===== config.mk =====
export PLATFORM = sky130hd
export DESIGN_NAME = wdg_keyed_timer
export DESIGN_NICKNAME = d
export VERILOG_FILES = /design/src/rtl/wdg_pkg.sv /design/src/rtl/wdg_tick_sel.sv /design/src/rtl/wdg_tap_counter.sv /design/src/rtl/wdg_ctrl_reg.sv /design/src/rtl/wdg_keyed_timer.sv
export SDC_FILE = /design/constraint.sdc
export NUM_CORES = 1
export LEC_CHECK = 0
export BUFFER_PORTS_ARGS = -buffer_cell sky130_fd_sc_hd__buf_2
export CORE_MARGIN = 1
export CORE_UTILIZATION = 52
export DETAILED_ROUTE_END_ITERATION = 16
export PLACE_DENSITY_LB_ADDON = 0.12
export REMOVE_ABC_BUFFERS = 1
export SYNTH_ARGS = -nofsm -noshare
export SYNTH_HDL_FRONTEND = slang
export SYNTH_SLANG_ARGS = --single-unit

===== constraint.sdc =====
create_clock -name clk -period 2.4 [get_ports clk]
set_clock_uncertainty 0.05 [all_clocks]
set_input_delay 0.24 -clock clk [delete_from_list [all_inputs] [get_ports clk]]
set_output_delay 0.24 -clock clk [all_outputs]
set_load 0.05 [all_outputs]

===== src/rtl/wdg_pkg.sv =====
package wdg_pkg;
  localparam logic [7:0] KEY_WR   = 8'h5A;
  localparam logic [7:0] KEY_RD   = 8'h69;
  localparam int         NSRC     = 4;
  localparam int         NTAP     = 8;
  localparam int         REF_W    = 32;
  localparam int         CLR_BIT  = 3;

  typedef struct packed {
    logic       hold;
    logic [1:0] src;
    logic       intv;
    logic [2:0] code;
  } wdg_cfg_t;

  localparam wdg_cfg_t CFG_RST = '{hold: 1'b0, src: 2'd0, intv: 1'b0, code: 3'd4};

  // tap exponent at the reference width, then scaled to the actual counter width
  function automatic int tap_exp(input int code, input int cnt_w);
    int base;
    int e;
    case (code)
      0: base = 31;
      1: base = 27;
      2: base = 23;
      3: base = 19;
      4: base = 15;
      5: base = 13;
      6: base = 9;
      default: base = 6;
    endcase
    e = (base * cnt_w) / REF_W;
    if (e < 1) e = 1;
    if (e > cnt_w - 1) e = cnt_w - 1;
    return e;
  endfunction
endpackage


===== src/rtl/wdg_tick_sel.sv =====
module wdg_tick_sel
  import wdg_pkg::*;
(
  input  logic [NSRC-1:0] ticks,
  input  logic [1:0]      src,
  output logic            tick
);
  assign tick = ticks[src];
endmodule


===== src/rtl/wdg_tap_counter.sv =====
module wdg_tap_counter
  import wdg_pkg::*;
#(
  parameter int CNT_W = 32
) (
  input  logic       clk,
  input  logic       rst_n,
  input  logic       srst,
  input  logic       tick,
  input  logic       hold,
  input  logic       clr,
  input  logic [2:0] code,
  output logic       expire
);
  logic [CNT_W-1:0] cnt;
  logic [CNT_W-1:0] lim_m1 [NTAP];
  logic [CNT_W-1:0] one;
  logic             at_lim;
  logic             step;

  assign one = {{(CNT_W-1){1'b0}}, 1'b1};

  for (genvar g = 0; g < NTAP; g++) begin : g_tap
    localparam int TAP_E = tap_exp(g, CNT_W);
    assign lim_m1[g] = (one << TAP_E) - one;
  end

  assign step   = tick & ~hold;
  assign at_lim = (cnt >= lim_m1[code]);
  assign expire = step & ~clr & at_lim;

  always_ff @(posedge clk or negedge rst_n) begin
    if (!rst_n)          cnt <= '0;
    else if (srst | clr) cnt <= '0;
    else if (step)       cnt <= at_lim ? '0 : cnt + one;
  end

  AST_HOLD_FREEZE: assert property (@(posedge clk) disable iff (!rst_n)
    hold && !clr && !srst |=> $stable(cnt));
  AST_CLR_ZERO: assert property (@(posedge clk) disable iff (!rst_n)
    clr |=> cnt == '0);
  AST_EXPIRE_WRAP: assert property (@(posedge clk) disable iff (!rst_n)
    expire |=> cnt == '0);
endmodule


===== src/rtl/wdg_ctrl_reg.sv =====
module wdg_ctrl_reg
  import wdg_pkg::*;
(
  input  logic        clk,
  input  logic        rst_n,
  input  logic        bus_sel,
  input  logic        bus_wr,
  input  logic        bus_addr,
  input  logic [15:0] bus_wdata,
  input  logic        expire,
  output wdg_cfg_t    cfg,
  output logic        cnt_clr,
  output logic        irq,
  output logic        rst_req
);
  logic wr_any, wr_ok, wr_bad, flag_clr;

  assign wr_any   = bus_sel & bus_wr;
  assign wr_ok    = wr_any & (bus_wdata[15:8] == KEY_WR);
  assign wr_bad   = wr_any & (bus_wdata[15:8] != KEY_WR);
  assign cnt_clr  = wr_ok & ~bus_addr & bus_wdata[CLR_BIT];
  assign flag_clr = wr_ok & bus_addr & bus_wdata[0];

  always_ff @(posedge clk or negedge rst_n) begin
    if (!rst_n) begin
      cfg     <= CFG_RST;
      irq     <= 1'b0;
      rst_req <= 1'b0;
    end else if (rst_req) begin
      cfg     <= CFG_RST;
      irq     <= 1'b0;
      rst_req <= 1'b0;
    end else begin
      if (wr_ok && !bus_addr) begin
        cfg.hold <= bus_wdata[7];
        cfg.src  <= bus_wdata[6:5];
        cfg.intv <= bus_wdata[4];
        cfg.code <= bus_wdata[2:0];
      end
      rst_req <= wr_bad | (expire & ~cfg.intv);
      if (expire && cfg.intv) irq <= 1'b1;
      else if (flag_clr)      irq <= 1'b0;
    end
  end

  AST_BAD_KEY: assert property (@(posedge clk) disable iff (!rst_n)
    wr_bad && !rst_req |=> rst_req);
  AST_WDOG_FIRE: assert property (@(posedge clk) disable iff (!rst_n)
    expire && !cfg.intv && !rst_req |=> rst_req);
  AST_IRQ_SET: assert property (@(posedge clk) disable iff (!rst_n)
    expire && cfg.intv && !rst_req |=> irq);
  AST_FLAG_CLR: assert property (@(posedge clk) disable iff (!rst_n)
    flag_clr && !expire && !rst_req |=> !irq);
  AST_RST_PULSE: assert property (@(posedge clk) disable iff (!rst_n)
    rst_req |=> !rst_req && !irq && cfg == CFG_RST);
endmodule


===== src/rtl/wdg_keyed_timer.sv =====
module wdg_keyed_timer
  import wdg_pkg::*;
#(
  parameter int CNT_W = 32
) (
  input  logic        clk,
  input  logic        rst_n,
  input  logic        bus_sel,
  input  logic        bus_wr,
  input  logic        bus_addr,
  input  logic [15:0] bus_wdata,
  output logic [15:0] bus_rdata,
  input  logic        tick_main,
  input  logic        tick_aux,
  input  logic        tick_vlo,
  input  logic        tick_ext,
  output logic        rst_req,
  output logic        irq
);
  wdg_cfg_t cfg;
  logic     cnt_clr, expire, tick;

  wdg_ctrl_reg u_reg (
    .clk(clk), .rst_n(rst_n), .bus_sel(bus_sel), .bus_wr(bus_wr),
    .bus_addr(bus_addr), .bus_wdata(bus_wdata), .expire(expire),
    .cfg(cfg), .cnt_clr(cnt_clr), .irq(irq), .rst_req(rst_req)
  );

  wdg_tick_sel u_sel (
    .ticks({tick_ext, tick_vlo, tick_aux, tick_main}),
    .src(cfg.src), .tick(tick)
  );

  wdg_tap_counter #(.CNT_W(CNT_W)) u_cnt (
    .clk(clk), .rst_n(rst_n), .srst(rst_req), .tick(tick),
    .hold(cfg.hold), .clr(cnt_clr), .code(cfg.code), .expire(expire)
  );

  assign bus_rdata = bus_addr ? {15'd0, irq}
                              : {KEY_RD, cfg.hold, cfg.src, cfg.intv, 1'b0, cfg.code};

  AST_RDATA_KEY: assert property (@(posedge clk) disable iff (!rst_n)
    !bus_addr |-> bus_rdata[15:8] == KEY_RD && !bus_rdata[CLR_BIT]);
endmodule


==> flow_metrics.py, run 1 <==
metrics = {
    "routing": {
        "routed_via_density": 5.86,
        "wl_per_cell_um": 16.7,
        "vias": 2772,
        "routed_wl_mm": 7.88,
        "drcViolationCount": 0,
        "drtPass1Iterations": 4,
        "first_iter_violations": 176,
        "ant_nets": 0,
    },
    "clocking": {
        "clock_latency_ps": 300,
        "cts.sinks": 41,
        "clk_pin_slew_ps": 80,
        "cts_tree": "done",
        "htreeDepth": 2,
        "cts_inserted_buffers": 5,
        "cts_root_buffer": "clkbuf_8",
        "clockBufferDepth": 2,
    },
    "finish": {
        "fin_nets": 450,
        "drive_gt1_share_pct": 36.7,
        "fill_cells": 383,
        "syn2layout_area_growth_pct": 33.1,
        "final_cell_mix": "45 x buf_4, 39 x dfrtp_1, 38 x nor2_1",
        "diodes": 0,
        "final_common_cell": "buf_4",
    },
    "timing": {
        "slew_headroom_pct": 28.9,
        "finalSetupViolCount": 34,
        "whs_ps": 118,
        "finalCritPeriodShare_pct": 113,
        "fmax_ghz": 0.368,
        "worst_pin_slew_ps": 1060,
        "fin_crit_ps": 2720,
        "setup-tns-final_ps": -9420,
        "slew_violations": 0,
        "fin_ws_ps": -316,
        "finalHoldViolations": 0,
        "rsz0062_at_grt": "yes",
    },
    "critical_path": {
        "cp_slowest_stage_delay_ps": 450,
        "reg2reg_slack_ps": -320,
        "r2r-start": "u_reg.cfg[2]",
        "path_max_fanout": 17,
        "end_kind": "flop",
        "critPathBufInv": 3,
        "critPathLaunch": "u_reg.cfg[2]",
        "critPathSlowestCell": "or3_4",
        "cp_cell_sequence": "buf_6, or3_4, ha_4, and4b_1, nand3_1, o21bai_4, a31oi_4, buf_6, o21ai_4, nand2_2, buf_12, nor2_1",
        "worstPathRequired_ps": 2540,
        "crit_family": "simple AND/OR/NAND/NOR gates",
        "path_class": "reg2reg",
        "crit_top_cell": "buf_6",
        "worstPathArrival_ps": 2850,
        "crit_path_start_kind": "flop",
    },
    "logic_synthesis": {
        "synth_edf_count": 0,
        "ys_seq_elements": 41,
        "async_flop_share_pct": 100,
        "synth_top_family_by_area": "simple AND/OR/NAND/NOR gates",
        "synth_xor_area_share_pct": 4.84,
        "synth-adder-area-share_pct": 9.94,
        "synth-simple-area-share_pct": 29.1,
        "muxShareOfSynthArea_pct": 3.24,
        "synth_compound_area_share_pct": 13.1,
        "syn_avg_cell_area_um2": 9.04,
        "syn_area_um2": 2890,
        "synthFlopType": "dfrtp_1",
        "postSynthCellCount": 320,
        "ys_types": 57,
        "synth_seq_area_share_pct": 35.5,
        "yosysWarningCount": 0,
    },
    "grt": {
        "grt_pass1_wl_mm": 12.7,
        "antenna_found_initial": 0,
        "track_usage_pct": 27.0,
        "grt-ovfl-total": 0,
        "grt_start_max_net_pins": 18,
        "grt_pass1_vias": 2678,
    },
    "floorplanning": {
        "dieArea_um2": 5870,
        "io_pins": 43,
        "die_h_um": 76.6,
        "start_util_pct": 55.3,
        "die_width_um": 76.6,
        "rows": 26,
        "core_um2": 5240,
    },
    "power_and_ir_drop": {
        "p_sw_w": 0.000388,
        "clkPwrFrac_pct": 38.1,
        "switching_share_pct": 26.5,
        "peakVddDrop_uv": 248,
        "intPower_w": 0.00108,
        "power_density_nw_per_um2": 381,
        "pwr-share-comb_pct": 12.8,
        "p_leak_nw": 1.79,
        "pwr-share-seq_pct": 49.1,
    },
    "min_path": {
        "hold_class": "in2reg",
        "min_from": "bus_wdata[2]",
    },
    "placed_design": {
        "numPortBuffers": 37,
        "hpwl_mm": 5.62,
        "gp_congestion": 0.859,
    },
    "outcome": {
        "violations": "negative setup slack",
        "status": "complete, but fails checks",
    },
    "job": {
        "cap_violations": 0,
    },
}
synth_stat cells (all sizes together) (2+ instances only):
cell type	number	area share, %
o22ai	2	0.43
a41oi	2	0.61
o41ai	4	1.2
inv	4	0.52
nand2	35	4.6
o21ai	10	1.9
o31ai	4	1.0
xor2	11	3.3
nor2b	9	1.9
a211oi	2	0.52
nand3	20	3.5
clkbuf	5	0.65
o32ai	3	0.91
buf	13	3.0
nor4	3	1.7
mux2i	6	2.1
nand4bb	2	0.78
and3	8	1.7
ha	23	9.9
or2	4	0.86
nor2	40	5.3
nand4	16	4.1
or3	3	0.65
nor3	4	1.0
xnor2	5	1.5
a21oi	15	2.7
o211ai	2	0.52
a21o	3	0.78
dfrtp	40	35
and4	4	1.2
sequential cells by signal, indices dropped and copies added (netlist names):
signal	flops
u_cnt.cnt	32
u_reg.cfg	7
u_reg.rst_req	1
u_reg.irq	1
power groups by stage:
stage | Clock [W] | Combinational (W) | Sequential (W)
4_1_cts | 0.000566 | 0.000180 | 0.000719
3_3_place_gp | 0 | 0.000171 | 0.000733
6_report | 0.000558 | 0.000188 | 0.000720
5_1_grt | 0.000595 | 0.000204 | 0.000722
3_5_place_dp | 0 | 0.000174 | 0.000733
2_1_floorplan | 0 | 0.0000853 | 0.000736
per-layer routing:
layer | up-vias | wire, µm | GRT usage, % | share of wire [%]
met1 | 1339 | 3370 | 36.4 | 43
met3 | 8 | 442 | 3.95 | 5.6
met4 | 0 | 87 | 7.50 | 1.1
li1 | 1320 | - | - | -
met2 | 105 | 3980 | 44.9 | 51
met5 | - | 0 | 0 | 0
logic make-up (layout without fill, tap and decap cells):
family / Yosys count / count (layout)
fa+ha+maj: 23 / 23
mux: 8 / 8
other cells: 1 / 5
buf+inv: 22 / 101
flops: 41 / 41
xor+xnor: 16 / 16
compound gates: 55 / 55
simple gates: 154 / 154
per-stage QoR:
| stage | power [W] | util, % | cells | setup WS, ps | instance area [µm²] |
|---|---|---|---|---|---|
| global route | 0.00152 | 73.5 | 473 | -437 | 3850 |
| floorplan | 0.000821 | - | 306 | -520 | 2800 |
| CTS | 0.00146 | 71.8 | 471 | -190 | 3760 |
| finish | 0.00147 | 73.5 | 473 | -316 | 3850 |
| global placement | 0.000904 | 65.1 | 456 | -331 | 3410 |
| detailed placement | 0.000907 | 65.1 | 456 | -350 | 3410 |
layout make-up:
type	instances	area [µm²]	area share [%]
multi-input combinational	261	2000	52.0
sequential	41	1030	26.7
timing repair buffer	89	609	15.8
tap	70	87.6	2.27
clock buffer	6	72.6	1.88
clock inverter	2	35.0	0.910
inverter	4	15.0	0.390
path summary, 6_finish.rpt:
path / to / depth (start not counted)
worst min register to register: u_reg.rst_req / 1
worst max register to register: u_cnt.cnt[29] / 12
max in group asynchronous: u_cnt.cnt[15] / 3
worst min-delay path: u_reg.cfg[2] / 2
worst max-delay path: u_cnt.cnt[29] / 12
min in group asynchronous: u_cnt.cnt[21] / 2
repair_timing:
item,in CTS,in global routing
cloned,0,0
endpoints found under the setup margin,34,34
gates resized for setup,30,15
hold endpoints to repair,10,0
pin swaps,13,6
buffers inserted,6,2
hold buffers,1,0
No activity file was read; power rests on OpenSTA's default activity.
==> run 2, diff against run 1 <==
Settings changed: CORE_UTILIZATION 52 to 45, MAX_ROUTING_LAYER from default to met4.
==> run 2 against run 1 <==
Compared with the run above: the run still ends with negative setup slack left; critical path depth decreased by 1; core utilization shrank 8.4 points; count of clock-buffer cells in the layout up 2; total power decreased by 4.3%; sequential cell count is the same; combinational power up 4%; setup slack gained 25 ps.
==> flow_metrics.py, run 2 (synthesis results as in run 1) <==
metrics = {
    "outcome": {
        "status": "complete, but fails checks",
        "violations": "negative setup slack",
    },
    "grt": {
        "met2_usage_pct": 41.7,
        "track_usage_pct": 25.4,
        "grt_start_max_net_pins": 27,
        "antenna_found_initial": 0,
        "grt_pass1_wl_mm": 12.5,
        "grt-ovfl-total": 0,
        "busiest_layer": "met2",
        "grt_pass1_vias": 2607,
        "grt_util_met1_pct": 32.4,
        "gr-usage-met3_pct": 4.07,
    },
    "routing": {
        "drtPass1Iterations": 5,
        "wl_per_cell_um": 16.9,
        "drcViolationCount": 0,
        "first_iter_violations": 150,
        "vias": 2757,
        "ant_nets": 0,
        "routed_wl_mm": 8.05,
        "routed_via_density": 5.78,
    },
    "critical_path": {
        "crit_family": "simple AND/OR/NAND/NOR gates",
        "worstPathRequired_ps": 2540,
        "path_class": "reg2reg",
        "crit_path_start_kind": "flop",
        "path_max_fanout": 7,
        "end_kind": "flop",
        "critPathSlowestCell": "or3_4",
        "cp_slowest_stage_delay_ps": 460,
        "reg2reg_slack_ps": -290,
        "cp_cell_sequence": "or3_4, ha_4, and4b_1, nand3_1, o21bai_4, a31oi_4, buf_6, o21ai_4, nand2_4, buf_12, nor2_1",
        "critPathBufInv": 2,
        "worstPathArrival_ps": 2830,
    },
    "finish": {
        "multiInputGateArea_um2": 2090,
        "fill_cells": 510,
        "ff_latch_area_um2": 1030,
        "largest_register": "u_cnt.cnt",
        "syn2layout_area_growth_pct": 36.4,
        "fin_util_pct": 65.2,
        "reg_top3": "u_cnt.cnt x32, u_reg.cfg x7",
        "fin_nets": 449,
        "final_cell_mix": "41 x buf_4, 39 x dfrtp_1, 37 x buf_2",
        "drive_gt1_share_pct": 39.1,
        "diodes": 0,
        "largest_reg_flops": 32,
        "final_common_cell": "buf_4",
    },
    "timing": {
        "slew_headroom_pct": 29.5,
        "worst_pin_slew_ps": 1060,
        "finalSetupViolCount": 34,
        "whs_ps": 137,
        "fin_crit_ps": 2690,
        "fmax_ghz": 0.372,
        "finalHoldViolations": 0,
        "fin_ws_ps": -291,
        "rsz0062_at_grt": "yes",
        "setup-tns-final_ps": -7570,
        "slew_violations": 0,
        "finalCritPeriodShare_pct": 112,
    },
    "floorplanning": {
        "die_h_um": 82.2,
        "start_util_pct": 47.7,
        "die_width_um": 82.2,
        "dieArea_um2": 6760,
        "rows": 28,
        "io_pins": 43,
        "core_um2": 6060,
    },
    "clocking": {
        "clock_latency_ps": 300,
        "cts_inserted_buffers": 5,
        "cts.sinks": 41,
        "htreeDepth": 2,
        "clockBufferDepth": 2,
        "clk_pin_slew_ps": 80,
        "cts_tree": "done",
        "cts_root_buffer": "clkbuf_8",
    },
    "power_and_ir_drop": {
        "peakVddDrop_uv": 260,
        "p_leak_nw": 1.79,
        "power_density_nw_per_um2": 355,
    },
    "placed_design": {
        "gp_congestion": 0.848,
        "hpwl_mm": 5.64,
        "numPortBuffers": 37,
        "post-place-ws_ps": -381,
    },
    "min_path": {
        "hold_class": "in2reg",
    },
    "job": {
        "cap_violations": 0,
    },
}
## run 2: cell types whose count changed in the layout (fill, tap and decap cells not counted), sizes merged
cell	before	now
buf	88	87
bufinv	1	0
clkbuf	6	8
clkinv	1	0
## run 2: layout make-up
type,instances,share of cell area [%]
Inverter,4,0.380
Clock buffer,8,2.28
Tap cell,75,2.38
Timing Repair Buffer,88,15.9
Sequential cell,41,26.0
Multi-Input combinational cell,261,53.0
## run 2: where the power goes
| group | internal [W] | leakage [nW] | switching, W |
|---|---|---|---|
| combinational | 0.0000682 | 1.18 | 0.000127 |
| sequential | 0.000703 | 0.564 | 0.0000164 |
| clock | 0.000235 | 0.0455 | 0.000252 |
| total | 0.00101 | 1.79 | 0.000396 |
## run 2: path summary, 6_finish.rpt
path / start / end / cells past startpoint
worst max-delay path: u_reg.cfg[1] / u_cnt.cnt[31] / 11
worst min register to register: u_reg.cfg[3] / u_reg.rst_req / 1
max in group asynchronous: rst_n / u_reg.cfg[2] / 3
worst min-delay path: bus_wdata[2] / u_reg.cfg[2] / 2
min in group asynchronous: rst_n / u_cnt.cnt[25] / 2
worst max register to register: u_reg.cfg[1] / u_cnt.cnt[31] / 11
## run 2: timing repair
action,in CTS,in global routing
hold endpoints to repair,15,0
endpoints found under the setup margin,34,34
gates resized for setup,31,36
hold buffers,1,0
gates cloned,1,0
pin swaps,6,12
setup buffers,6,2
## run 2: worst register-to-register path, stage by stage (launching register included)
cell,delay [ps]
dfrtp_2,440
or3_4,460
ha_4,290
and4b_1,230
nand3_1,100
o21bai_4,190
a31oi_4,200
buf_6,170
o21ai_4,70
nand2_4,190
buf_12,140
nor2_1,50
## run 2: routing by layer
| metal | wire length, µm | vias to the layer above |
|---|---|---|
| met5 | 0 | - |
| met4 | 131 | 0 |
| met3 | 256 | 13 |
| met2 | 3930 | 65 |
| met1 | 3730 | 1359 |
| li1 | - | 1320 |
## run 2: per-stage QoR
stage,std cells,cell area [µm²],power (W)
CTS,475,3760,0.00141
detailed placement,460,3410,0.000905
global route,477,3950,0.00145
floorplan,306,2800,0.000821
global placement,460,3410,0.000903
finish,477,3950,0.00140
